### config.mk
export PLATFORM = sky130hd
export DESIGN_NAME = octal_dac_front
export DESIGN_NICKNAME = d
export VERILOG_FILES = /design/src/rtl/octal_dac_pkg.sv /design/src/rtl/dacs_rst_sync.sv /design/src/rtl/dacs_sync.sv /design/src/rtl/dacs_shift.sv /design/src/rtl/dacs_bank.sv /design/src/rtl/octal_dac_front.sv
export SDC_FILE = /design/constraint.sdc
export NUM_CORES = 1
export LEC_CHECK = 0
export BUFFER_PORTS_ARGS = -buffer_cell sky130_fd_sc_hd__buf_2
export CORE_MARGIN = 2
export CORE_UTILIZATION = 55
export CTS_BUF_LIST = sky130_fd_sc_hd__clkbuf_16
export CTS_CLUSTER_DIAMETER = 120
export CTS_CLUSTER_SIZE = 12
export DETAILED_ROUTE_END_ITERATION = 16
export PLACE_DENSITY_LB_ADDON = 0.05
export SLEW_MARGIN = 20
export SYNTH_ARGS = -nofsm -noshare
export SYNTH_HDL_FRONTEND = slang
export SYNTH_SLANG_ARGS = --single-unit
### constraint.sdc
create_clock -name clk -period 3.44 [get_ports clk]
set_input_delay 0.688 -clock clk [delete_from_list [all_inputs] [get_ports clk]]
set_output_delay 0.688 -clock clk [all_outputs]
set_load 0.005 [all_outputs]
### src/rtl/octal_dac_pkg.sv
package octal_dac_pkg;

  localparam int WORD_W = 16;
  localparam int ADDR_W = 4;
  localparam int NUM_CH = 8;

  localparam logic [ADDR_W-1:0] ADR_FIRST_CH = 4'h1;
  localparam logic [ADDR_W-1:0] ADR_LAST_CH  = 4'h8;
  localparam logic [ADDR_W-1:0] ADR_SLEEP    = 4'hE;
  localparam logic [ADDR_W-1:0] ADR_ALL      = 4'hF;

  typedef enum logic [1:0] {
    ACT_NONE  = 2'd0,
    ACT_ONE   = 2'd1,
    ACT_ALL   = 2'd2,
    ACT_SLEEP = 2'd3
  } act_e;

  function automatic act_e decode_act(input logic [ADDR_W-1:0] a);
    act_e r;
    if (a == ADR_SLEEP)                          r = ACT_SLEEP;
    else if (a == ADR_ALL)                       r = ACT_ALL;
    else if (a >= ADR_FIRST_CH && a <= ADR_LAST_CH) r = ACT_ONE;
    else                                         r = ACT_NONE;
    return r;
  endfunction

endpackage

### src/rtl/dacs_rst_sync.sv
module dacs_rst_sync (
  input  logic clk,
  input  logic arst_in_n,
  output logic rst_out_n
);
  logic [1:0] chain_q;
  logic [1:0] chain_d;

  always_comb chain_d = {chain_q[0], 1'b1};

  always_ff @(posedge clk or negedge arst_in_n) begin
    if (!arst_in_n) chain_q <= 2'b00;
    else            chain_q <= chain_d;
  end

  assign rst_out_n = chain_q[1];
endmodule

### src/rtl/dacs_sync.sv
module dacs_sync #(
  parameter int WIDTH  = 3,
  parameter int STAGES = 2,
  parameter logic [WIDTH-1:0] RST_VAL = '0
) (
  input  logic             clk,
  input  logic             rst_n,
  input  logic [WIDTH-1:0] async_in,
  output logic [WIDTH-1:0] level,
  output logic [WIDTH-1:0] rise,
  output logic [WIDTH-1:0] fall
);
  localparam int DEPTH = STAGES + 1;

  logic [DEPTH-1:0][WIDTH-1:0] pipe_q;
  logic [DEPTH-1:0][WIDTH-1:0] pipe_d;

  always_comb begin
    pipe_d[0] = async_in;
    for (int s = 1; s < DEPTH; s++) pipe_d[s] = pipe_q[s-1];
  end

  always_ff @(posedge clk or negedge rst_n) begin
    if (!rst_n) pipe_q <= {DEPTH{RST_VAL}};
    else        pipe_q <= pipe_d;
  end

  assign level = pipe_q[STAGES-1];
  assign rise  = pipe_q[STAGES-1] & ~pipe_q[STAGES];
  assign fall  = ~pipe_q[STAGES-1] & pipe_q[STAGES];
endmodule

### src/rtl/dacs_shift.sv
module dacs_shift #(
  parameter int WORD_W = 16
) (
  input  logic              clk,
  input  logic              rst_n,
  input  logic              frame_lvl,
  input  logic              sclk_rise,
  input  logic              sclk_fall,
  input  logic              bit_in,
  output logic [WORD_W-1:0] word,
  output logic              ser_out
);
  logic [WORD_W-1:0] sh_q, sh_d;
  logic              so_q, so_d;
  logic              shift_en, out_en;

  assign shift_en = sclk_rise & ~frame_lvl;
  assign out_en   = sclk_fall & ~frame_lvl;

  always_comb begin
    sh_d = sh_q;
    if (shift_en) sh_d = {sh_q[WORD_W-2:0], bit_in};
    so_d = so_q;
    if (out_en) so_d = sh_q[WORD_W-1];
  end

  always_ff @(posedge clk or negedge rst_n) begin
    if (!rst_n) begin
      sh_q <= '0;
      so_q <= 1'b0;
    end else begin
      sh_q <= sh_d;
      so_q <= so_d;
    end
  end

  assign word    = sh_q;
  assign ser_out = so_q;


  shift_hold_chk: assert property (@(posedge clk) disable iff (!rst_n)
    frame_lvl |=> $stable(sh_q));


  sdo_edge_chk: assert property (@(posedge clk) disable iff (!rst_n)
    !sclk_fall |=> $stable(so_q));


  shift_in_chk: assert property (@(posedge clk) disable iff (!rst_n)
    (sclk_rise && !frame_lvl) |=> (sh_q[0] == $past(bit_in)));
endmodule

### src/rtl/dacs_bank.sv
module dacs_bank
  import octal_dac_pkg::*;
#(
  parameter int CODE_W = 8
) (
  input  logic                     clk,
  input  logic                     rst_n,
  input  logic                     load_stb,
  input  logic [WORD_W-1:0]        word,
  output logic [NUM_CH*CODE_W-1:0] codes,
  output logic                     asleep
);
  localparam int CODE_MSB = WORD_W - ADDR_W - 1;
  localparam int PAD_W    = WORD_W - ADDR_W - CODE_W;

  logic [ADDR_W-1:0] addr;
  logic [CODE_W-1:0] code;
  act_e              act;
  logic [NUM_CH-1:0] wr_one;
  logic              wr_all;
  logic              sleep_q, sleep_d;
  logic [CODE_W-1:0] code_q [NUM_CH];

  assign addr   = word[WORD_W-1 -: ADDR_W];
  assign code   = word[CODE_MSB -: CODE_W];
  assign act    = decode_act(addr);
  assign wr_all = load_stb && (act == ACT_ALL);

  generate
    for (genvar i = 0; i < NUM_CH; i++) begin : g_ch
      logic [CODE_W-1:0] cd;
      assign wr_one[i] = load_stb && (act == ACT_ONE) &&
                         (addr == ADDR_W'(i + 1));
      always_comb begin
        cd = code_q[i];
        if (wr_one[i] || wr_all) cd = code;
      end
      always_ff @(posedge clk or negedge rst_n) begin
        if (!rst_n) code_q[i] <= '0;
        else        code_q[i] <= cd;
      end
      assign codes[i*CODE_W +: CODE_W] = code_q[i];
    end
    if (PAD_W < 0) begin : g_bad_width
      logic unused_pad;
      assign unused_pad = 1'b0;
    end
  endgenerate

  always_comb begin
    sleep_d = sleep_q;
    if (load_stb) sleep_d = (act == ACT_SLEEP);
  end

  always_ff @(posedge clk or negedge rst_n) begin
    if (!rst_n) sleep_q <= 1'b0;
    else        sleep_q <= sleep_d;
  end

  assign asleep = sleep_q;


  single_wr_chk: assert property (@(posedge clk) disable iff (!rst_n)
    $onehot0(wr_one));


  all_equal_chk: assert property (@(posedge clk) disable iff (!rst_n)
    wr_all |=> (code_q[0] == code_q[NUM_CH-1]) && (code_q[0] == $past(code)));


  nochange_chk: assert property (@(posedge clk) disable iff (!rst_n)
    (load_stb && act == ACT_NONE) |=> $stable(codes));


  sleep_hold_chk: assert property (@(posedge clk) disable iff (!rst_n)
    (load_stb && addr == ADR_SLEEP) |=> (sleep_q && $stable(codes)));


  wake_chk: assert property (@(posedge clk) disable iff (!rst_n)
    (load_stb && addr != ADR_SLEEP) |=> !sleep_q);
endmodule

### src/rtl/octal_dac_front.sv
module octal_dac_front
  import octal_dac_pkg::*;
#(
  parameter int CODE_W      = 8,
  parameter int SYNC_STAGES = 2
) (
  input  logic                     clk,
  input  logic                     rst_n,
  input  logic                     wipe_n,
  input  logic                     ser_clk,
  input  logic                     ser_in,
  input  logic                     frame_n,
  output logic                     ser_out,
  output logic                     asleep,
  output logic [NUM_CH*CODE_W-1:0] dac_codes
);
  localparam int PIN_N   = 3;
  localparam int P_DATA  = 0;
  localparam int P_SCLK  = 1;
  localparam int P_FRAME = 2;

  logic              por_rst_n, dat_rst_n, dat_arst_n;
  logic [PIN_N-1:0]  pins, pin_lvl, pin_rise, pin_fall;
  logic [WORD_W-1:0] word;

  assign dat_arst_n = rst_n & wipe_n;

  dacs_rst_sync i_por_rst (
    .clk       (clk),
    .arst_in_n (rst_n),
    .rst_out_n (por_rst_n)
  );

  dacs_rst_sync i_dat_rst (
    .clk       (clk),
    .arst_in_n (dat_arst_n),
    .rst_out_n (dat_rst_n)
  );

  assign pins = {frame_n, ser_clk, ser_in};

  dacs_sync #(
    .WIDTH   (PIN_N),
    .STAGES  (SYNC_STAGES),
    .RST_VAL (3'b100)
  ) i_sync (
    .clk      (clk),
    .rst_n    (por_rst_n),
    .async_in (pins),
    .level    (pin_lvl),
    .rise     (pin_rise),
    .fall     (pin_fall)
  );

  dacs_shift #(
    .WORD_W (WORD_W)
  ) i_shift (
    .clk       (clk),
    .rst_n     (dat_rst_n),
    .frame_lvl (pin_lvl[P_FRAME]),
    .sclk_rise (pin_rise[P_SCLK]),
    .sclk_fall (pin_fall[P_SCLK]),
    .bit_in    (pin_lvl[P_DATA]),
    .word      (word),
    .ser_out   (ser_out)
  );

  dacs_bank #(
    .CODE_W (CODE_W)
  ) i_bank (
    .clk      (clk),
    .rst_n    (dat_rst_n),
    .load_stb (pin_rise[P_FRAME]),
    .word     (word),
    .codes    (dac_codes),
    .asleep   (asleep)
  );


  wipe_clear_chk: assert property (@(posedge clk)
    !wipe_n |-> (dac_codes == '0 && !asleep && !ser_out));


  por_clear_chk: assert property (@(posedge clk)
    !rst_n |-> (dac_codes == '0 && !asleep && !ser_out));
endmodule

---- Word level (Yosys, flattened, before mapping) ----
Cells that the tools add are included.
word-level totals
  register bits ........................... 95
  logic and storage cells ................. 61
cells by class
  reduce and logical (&&, ||, !) cells .... 19
  equality and inequality tests ........... 13
  muxes and demuxes ....................... 3
  bitwise gates (word level) .............. 8
  $lt $le $gt $ge ......................... 2
operators with widths
  kind                                                                   count
  4-bit by 3-bit equality test with 1-bit output, second input constant  4
  4-bit equality test, second input constant                             3
  1-bit logical AND                                                      11
  4-bit by 2-bit equality test with 1-bit output, second input constant  2
  1-bit logical OR                                                       8
  2-bit equality test, second input constant                             2
  4-bit by 1-bit equality test with 1-bit output, second input constant  1
  4-bit by 1-bit >= comparator with 1-bit output, second input constant  1
  4-bit <= comparator, second input constant                             1
  2-bit 2-to-1 mux                                                       2
  1-bit AND                                                              3
  3-bit AND                                                              1
  3-bit inverter                                                         1
  2-bit AND                                                              1
  2-bit by 1-bit equality test with 1-bit output, second input constant  1
  2-bit inverter                                                         1
  1-bit 2-to-1 mux                                                       1
  1-bit inverter                                                         1

---- Longest topological paths before layout ----
  word-level depth ........................ 9
  mapped depth ............................ 5
  depth with buffers taken out ............ 3

---- Cells and area by module ----
Synthesis repeated with hierarchy kept, for this count alone.
second synthesis, totals
  cells, all modules ...................... 326
  area, all modules ....................... 4142.7 sq um
modules (own cells, without submodules)
  module           cells each  times used  area each (sq um)  sequential area each (sq um)
  dacs_bank        263         1           3026.7             1626.6
  dacs_shift       38          1           698.2              425.4
  dacs_sync        18          1           304.0              229.0
  dacs_rst_sync    3           2           53.8               50.0
  octal_dac_front  1           1           6.3                0.0

---- Least setup slack after synthesis ----
OpenSTA, ideal clock, no wires.
  path type ............................... register to register
  start point ............................. register i_sync.pipe_q, in the netlist i_sync.level[2]
  end point ............................... register i_bank.code_q, in the netlist i_bank.codes[32]
  setup slack ............................. 1.641 ns
  required time ........................... 3.315 ns
  arrival time ............................ 1.674 ns
  path buffers ............................ 2
  stages on the path, launching flop included .. 6
  cells stage by stage .................... dfstp_2 -> buf_4 -> nand2b_2 -> buf_6 -> nor4_4 -> mux2_2
on the way
  word-level cells in the longest chain between the ends .. 4
  elaborated cells between the ends (all ways) .. 5
RTL lines
  what                             line             source
  start, declared                  dacs_sync.sv:15  logic [DEPTH-1:0][WIDTH-1:0] pipe_q;
  start signal, assigned           dacs_sync.sv:24  if (!rst_n) pipe_q <= {DEPTH{RST_VAL}};
  start signal, assigned           dacs_sync.sv:25  else pipe_q <= pipe_d;
  3-bit AND (*)                    dacs_sync.sv:29  assign rise = pipe_q[STAGES-1] & ~pipe_q[STAGES];
  1-bit logical AND (2 in series)  dacs_bank.sv:32  assign wr_one[i] = load_stb && (act == ACT_ONE) &&
  1-bit logical OR (*)             dacs_bank.sv:36  if (wr_one[i] || wr_all) cd = code;
  end signal, assigned by index    dacs_bank.sv:39  if (!rst_n) code_q[i] <= '0;
  end signal, assigned by index    dacs_bank.sv:40  else code_q[i] <= cd;
  end, declared                    dacs_bank.sv:22  logic [CODE_W-1:0] code_q [NUM_CH];
Every way passes the cells marked *; elsewhere a longest branch is shown, timed or not.
A chain may end at the register's enable or synchronous reset.

---- Final worst setup path ----
  start point ............................. register i_shift.sh_q[15] (netlist: i_shift.word[15])
  end point ............................... register i_bank.code_q, in the netlist i_bank.codes[40]
on the way
  word-level cells in the longest chain between the ends .. 9
  elaborated cells between the ends (all ways) .. 15
RTL lines
  what                                                                                          line                 source
  start, declared                                                                               dacs_shift.sv:13     logic [WORD_W-1:0] sh_q, sh_d;
  start signal, assigned                                                                        dacs_shift.sv:29     sh_q <= '0;
  start signal, assigned                                                                        dacs_shift.sv:32     sh_q <= sh_d;
  4-bit by 1-bit >= comparator with 1-bit output / 4-bit <= comparator (equally long branches)  octal_dac_pkg.sv:23  else if (a >= ADR_FIRST_CH && a <= ADR_LAST_CH) r = ACT_ONE;
  1-bit logical AND                                                                             octal_dac_pkg.sv:23
  1-bit 2-to-1 mux                                                                              octal_dac_pkg.sv:23
  2-bit 2-to-1 mux                                                                              octal_dac_pkg.sv:22  else if (a == ADR_ALL) r = ACT_ALL;
  2-bit 2-to-1 mux                                                                              octal_dac_pkg.sv:21  if (a == ADR_SLEEP) r = ACT_SLEEP;
  2-bit by 1-bit equality test with 1-bit output                                                dacs_bank.sv:32
  1-bit logical AND (2 in series)                                                               dacs_bank.sv:32
  1-bit logical OR (*)                                                                          dacs_bank.sv:36
Marks and branches as above.

==> flow_summary.json <==
{
  "io_pins": 72,
  "hold_ws_ns": 0.122,
  "critPathArrivalTime_ns": 2.73,
  "worst_pin_slew_ns": 0.896,
  "drc": 0,
  "synth_top_area_share": 0.560,
  "postRouteAntennaNets": 0,
  "dr.pass1.iters": 6,
  "grt_max_degree": 83,
  "cts_resized": 0,
  "multiInputGateArea_um2": 1430,
  "power.density_nw_per_um2": 501,
  "syn_area_per_cell_um2": 12.8,
  "wirelength_um": 9530,
  "finalClockSkew_ns": 0.00960,
  "gp_congestion": 0.824,
  "register_area_um2": 2360,
  "maxCapViolCount": 0,
  "coreArea_um2": 7210,
  "start_util": 0.563,
  "synth.most_common_cell": "dfrtp_1",
  "synth-async-reset-ratio": 1.00,
  "syn2layout_area_growth_pct": 17.5,
  "relSlewSlack": 0.402,
  "yosys.area.top_type": "dfrtp_1",
  "startpoint": "i_shift.word[15]",
  "clk_latency_ns": 0.34,
  "fill_cells": 578,
  "grt_pass1_wl_um": 15600,
  "grt_use_total": 0.245,
  "grt_pass1_vias": 2913,
  "synth_cell_types": 32,
  "viasPerCell": 6.33,
  "die_area_um2": 8090,
  "rsz0062_at_grt": "false",
  "diodes": 0,
  "synthCells": 317,
  "syn-cell-area_um2": 4060,
  "synth_edf_count": 0,
  "wl_per_cell_um": 19.9,
  "numPortBuffers": 71,
  "post-cts-setup-buffer-count": 0,
  "yosys_warnings": 0,
  "cp-endpoint": "i_bank.codes[40]",
  "fmax_mhz": 397,
  "antenna_found_initial": 0,
  "fin_crit_ns": 2.52,
  "worstPathRequired_ns": 3.66,
  "final_nets": 382,
  "tns_ns": 0,
  "period_share": 0.732,
  "root_buffer": "clkbuf_16",
  "finalMaxSlewViolations": 0,
  "synthTopCellsByArea": "dfrtp_1 56%, mux2_2 11%, a222oi_1 7.9%, o32ai_1 6.9%, inv_1 3.7%",
  "ctsLongestPathBuffers": 2,
  "cts_buffers": 9,
  "ys_ff_latch": 94,
  "synthTopCellsByCount": "91 x dfrtp_1, 41 x mux2_2, 40 x inv_1",
  "irDropWorstVdd_mv": 0.304,
  "rrSetupSlack_ns": 0.92,
  "status": "completed",
  "endpoint_kind": "flip-flop",
  "dr_total_vias": 3032,
  "die_height_um": 90.0,
  "path_clk_slew_ns": 0.06,
  "grt_overflow": 0,
  "dieWidth_um": 90.0,
  "r2r_start": "i_shift.word[15]",
  "reg2reg_depth": 3,
  "drive_gt1_frac": 0.389,
  "place_hpwl_um": 6020,
  "hold_viol_final": 0,
  "cp-start-kind": "flip-flop",
  "r2r-end": "i_bank.codes[40]",
  "cp_max_fo": 27,
  "hold_class": "reg2async",
  "cts.sinks": 94,
  "p_leak_nw": 2.28,
  "setup_viol": 0,
  "ys.flop_type": "dfrtp_1",
  "cts_tree": "yes",
  "htree_levels": 3,
  "drt_iter0_markers": 375,
  "path_class": "reg2reg",
  "ys_seq_area_frac": 0.580,
  "core.rowCount": 31,
  "cts_hold_buf": 0
}
per-stage QoR:
| stage | power, mW | setup slack (ns) | cells | utilization | instance area (µm²) |
|---|---|---|---|---|---|
| after CTS | 2.40 | 0.956 | 478 | 0.659 | 4750 |
| after detailed placement | 1.37 | 0.953 | 463 | 0.616 | 4440 |
| after global routing | 2.48 | 0.745 | 479 | 0.662 | 4770 |
| after global placement | 1.37 | 1.02 | 463 | 0.616 | 4440 |
| after floorplan | 1.30 | 0.927 | 318 | - | 4070 |
| final | 2.39 | 0.921 | 479 | 0.662 | 4770 |
layout by cell type, fill, tap and decap left out, types with 2 or more instances in the layout:
cell and instances:
o21ai_0 8, dfstp_2 3, nor2b_1 4, nor4_2 3, nand3b_1 2, inv_1 41, conb_1 2, buf_4 3
o32ai_1 32, a211o_1 4, nor3_2 2, buf_2 71, bufinv_16 2, clkbuf_16 9, mux2_2 41, nand2_2 2
a222oi_1 32, clkinvlp_4 2, dfrtp_1 90, nand2_1 11, nand3b_2 2
area by class of cell:
type	instances	area share
Tap cell	99	0.0260
Clock inverter	6	0.0183
Clock buffer	9	0.0472
Timing Repair Buffer	75	0.0834
Multi-Input combinational cell	156	0.299
Inverter	40	0.0315
Sequential cell	94	0.494
routing by layer:
layer | global-route usage | up-vias | wire (µm)
met1 | 0.352 | 1533 | 4160
met2 | 0.384 | 163 | 4400
met5 | 0 | - | 0
met4 | 0.0910 | 0 | 202
met3 | 0.0327 | 20 | 762
li1 | - | 1316 | -
worst min path at each step:
stage          slack [ns]              endpoint                  from  cells past startpoint
3_5_place_dp         0.13      i_sync.pipe_d[4]  i_por_rst.chain_q[1]                      0
4_1_cts              0.12  i_por_rst.chain_q[0]                 rst_n                      1
3_3_place_gp         0.12      i_sync.pipe_d[4]  i_por_rst.chain_q[1]                      0
5_1_grt              0.13  i_por_rst.chain_q[0]                 rst_n                      1
2_1_floorplan        0.09       i_sync.level[0]  i_por_rst.chain_q[1]                      0
6_report             0.12      i_sync.pipe_d[4]  i_por_rst.chain_q[1]                      0
where the power goes:
group          switching [mW]  internal (mW)  total (mW)  leakage [nW]
sequential              0.102           1.15        1.25          1.27
combinational          0.0667         0.0355       0.102         0.856
clock                   0.404          0.632        1.04         0.149
registers in the layout (all words and copies together) (netlist names), 2 cells and up:
name	flops
i_sync.pipe_d	3
i_sync.level	3
i_dat_rst.chain_q	2
i_por_rst.chain_q	2
i_bank.codes	64
i_sync.pipe_q	2
i_shift.word	16
kinds of logic after synthesis:
| group | share of synthesized area |
|---|---|
| other | 0.000923 |
| DFF | 0.580 |
| muxes | 0.114 |
| buffers and inverters | 0.0696 |
| AOI/OAI and AO/OA | 0.173 |
| xor gates and xnor gates | 0.00216 |
| and+or+nand+nor | 0.0610 |
worst max-delay path, cell delays in order, from the launching register on:
cell and delay [ns]:
dfrtp_1 0.93, nand2_2 0.44, a211oi_4 0.64, mux2_2 0.39
(Power assumes the default switching activity.)
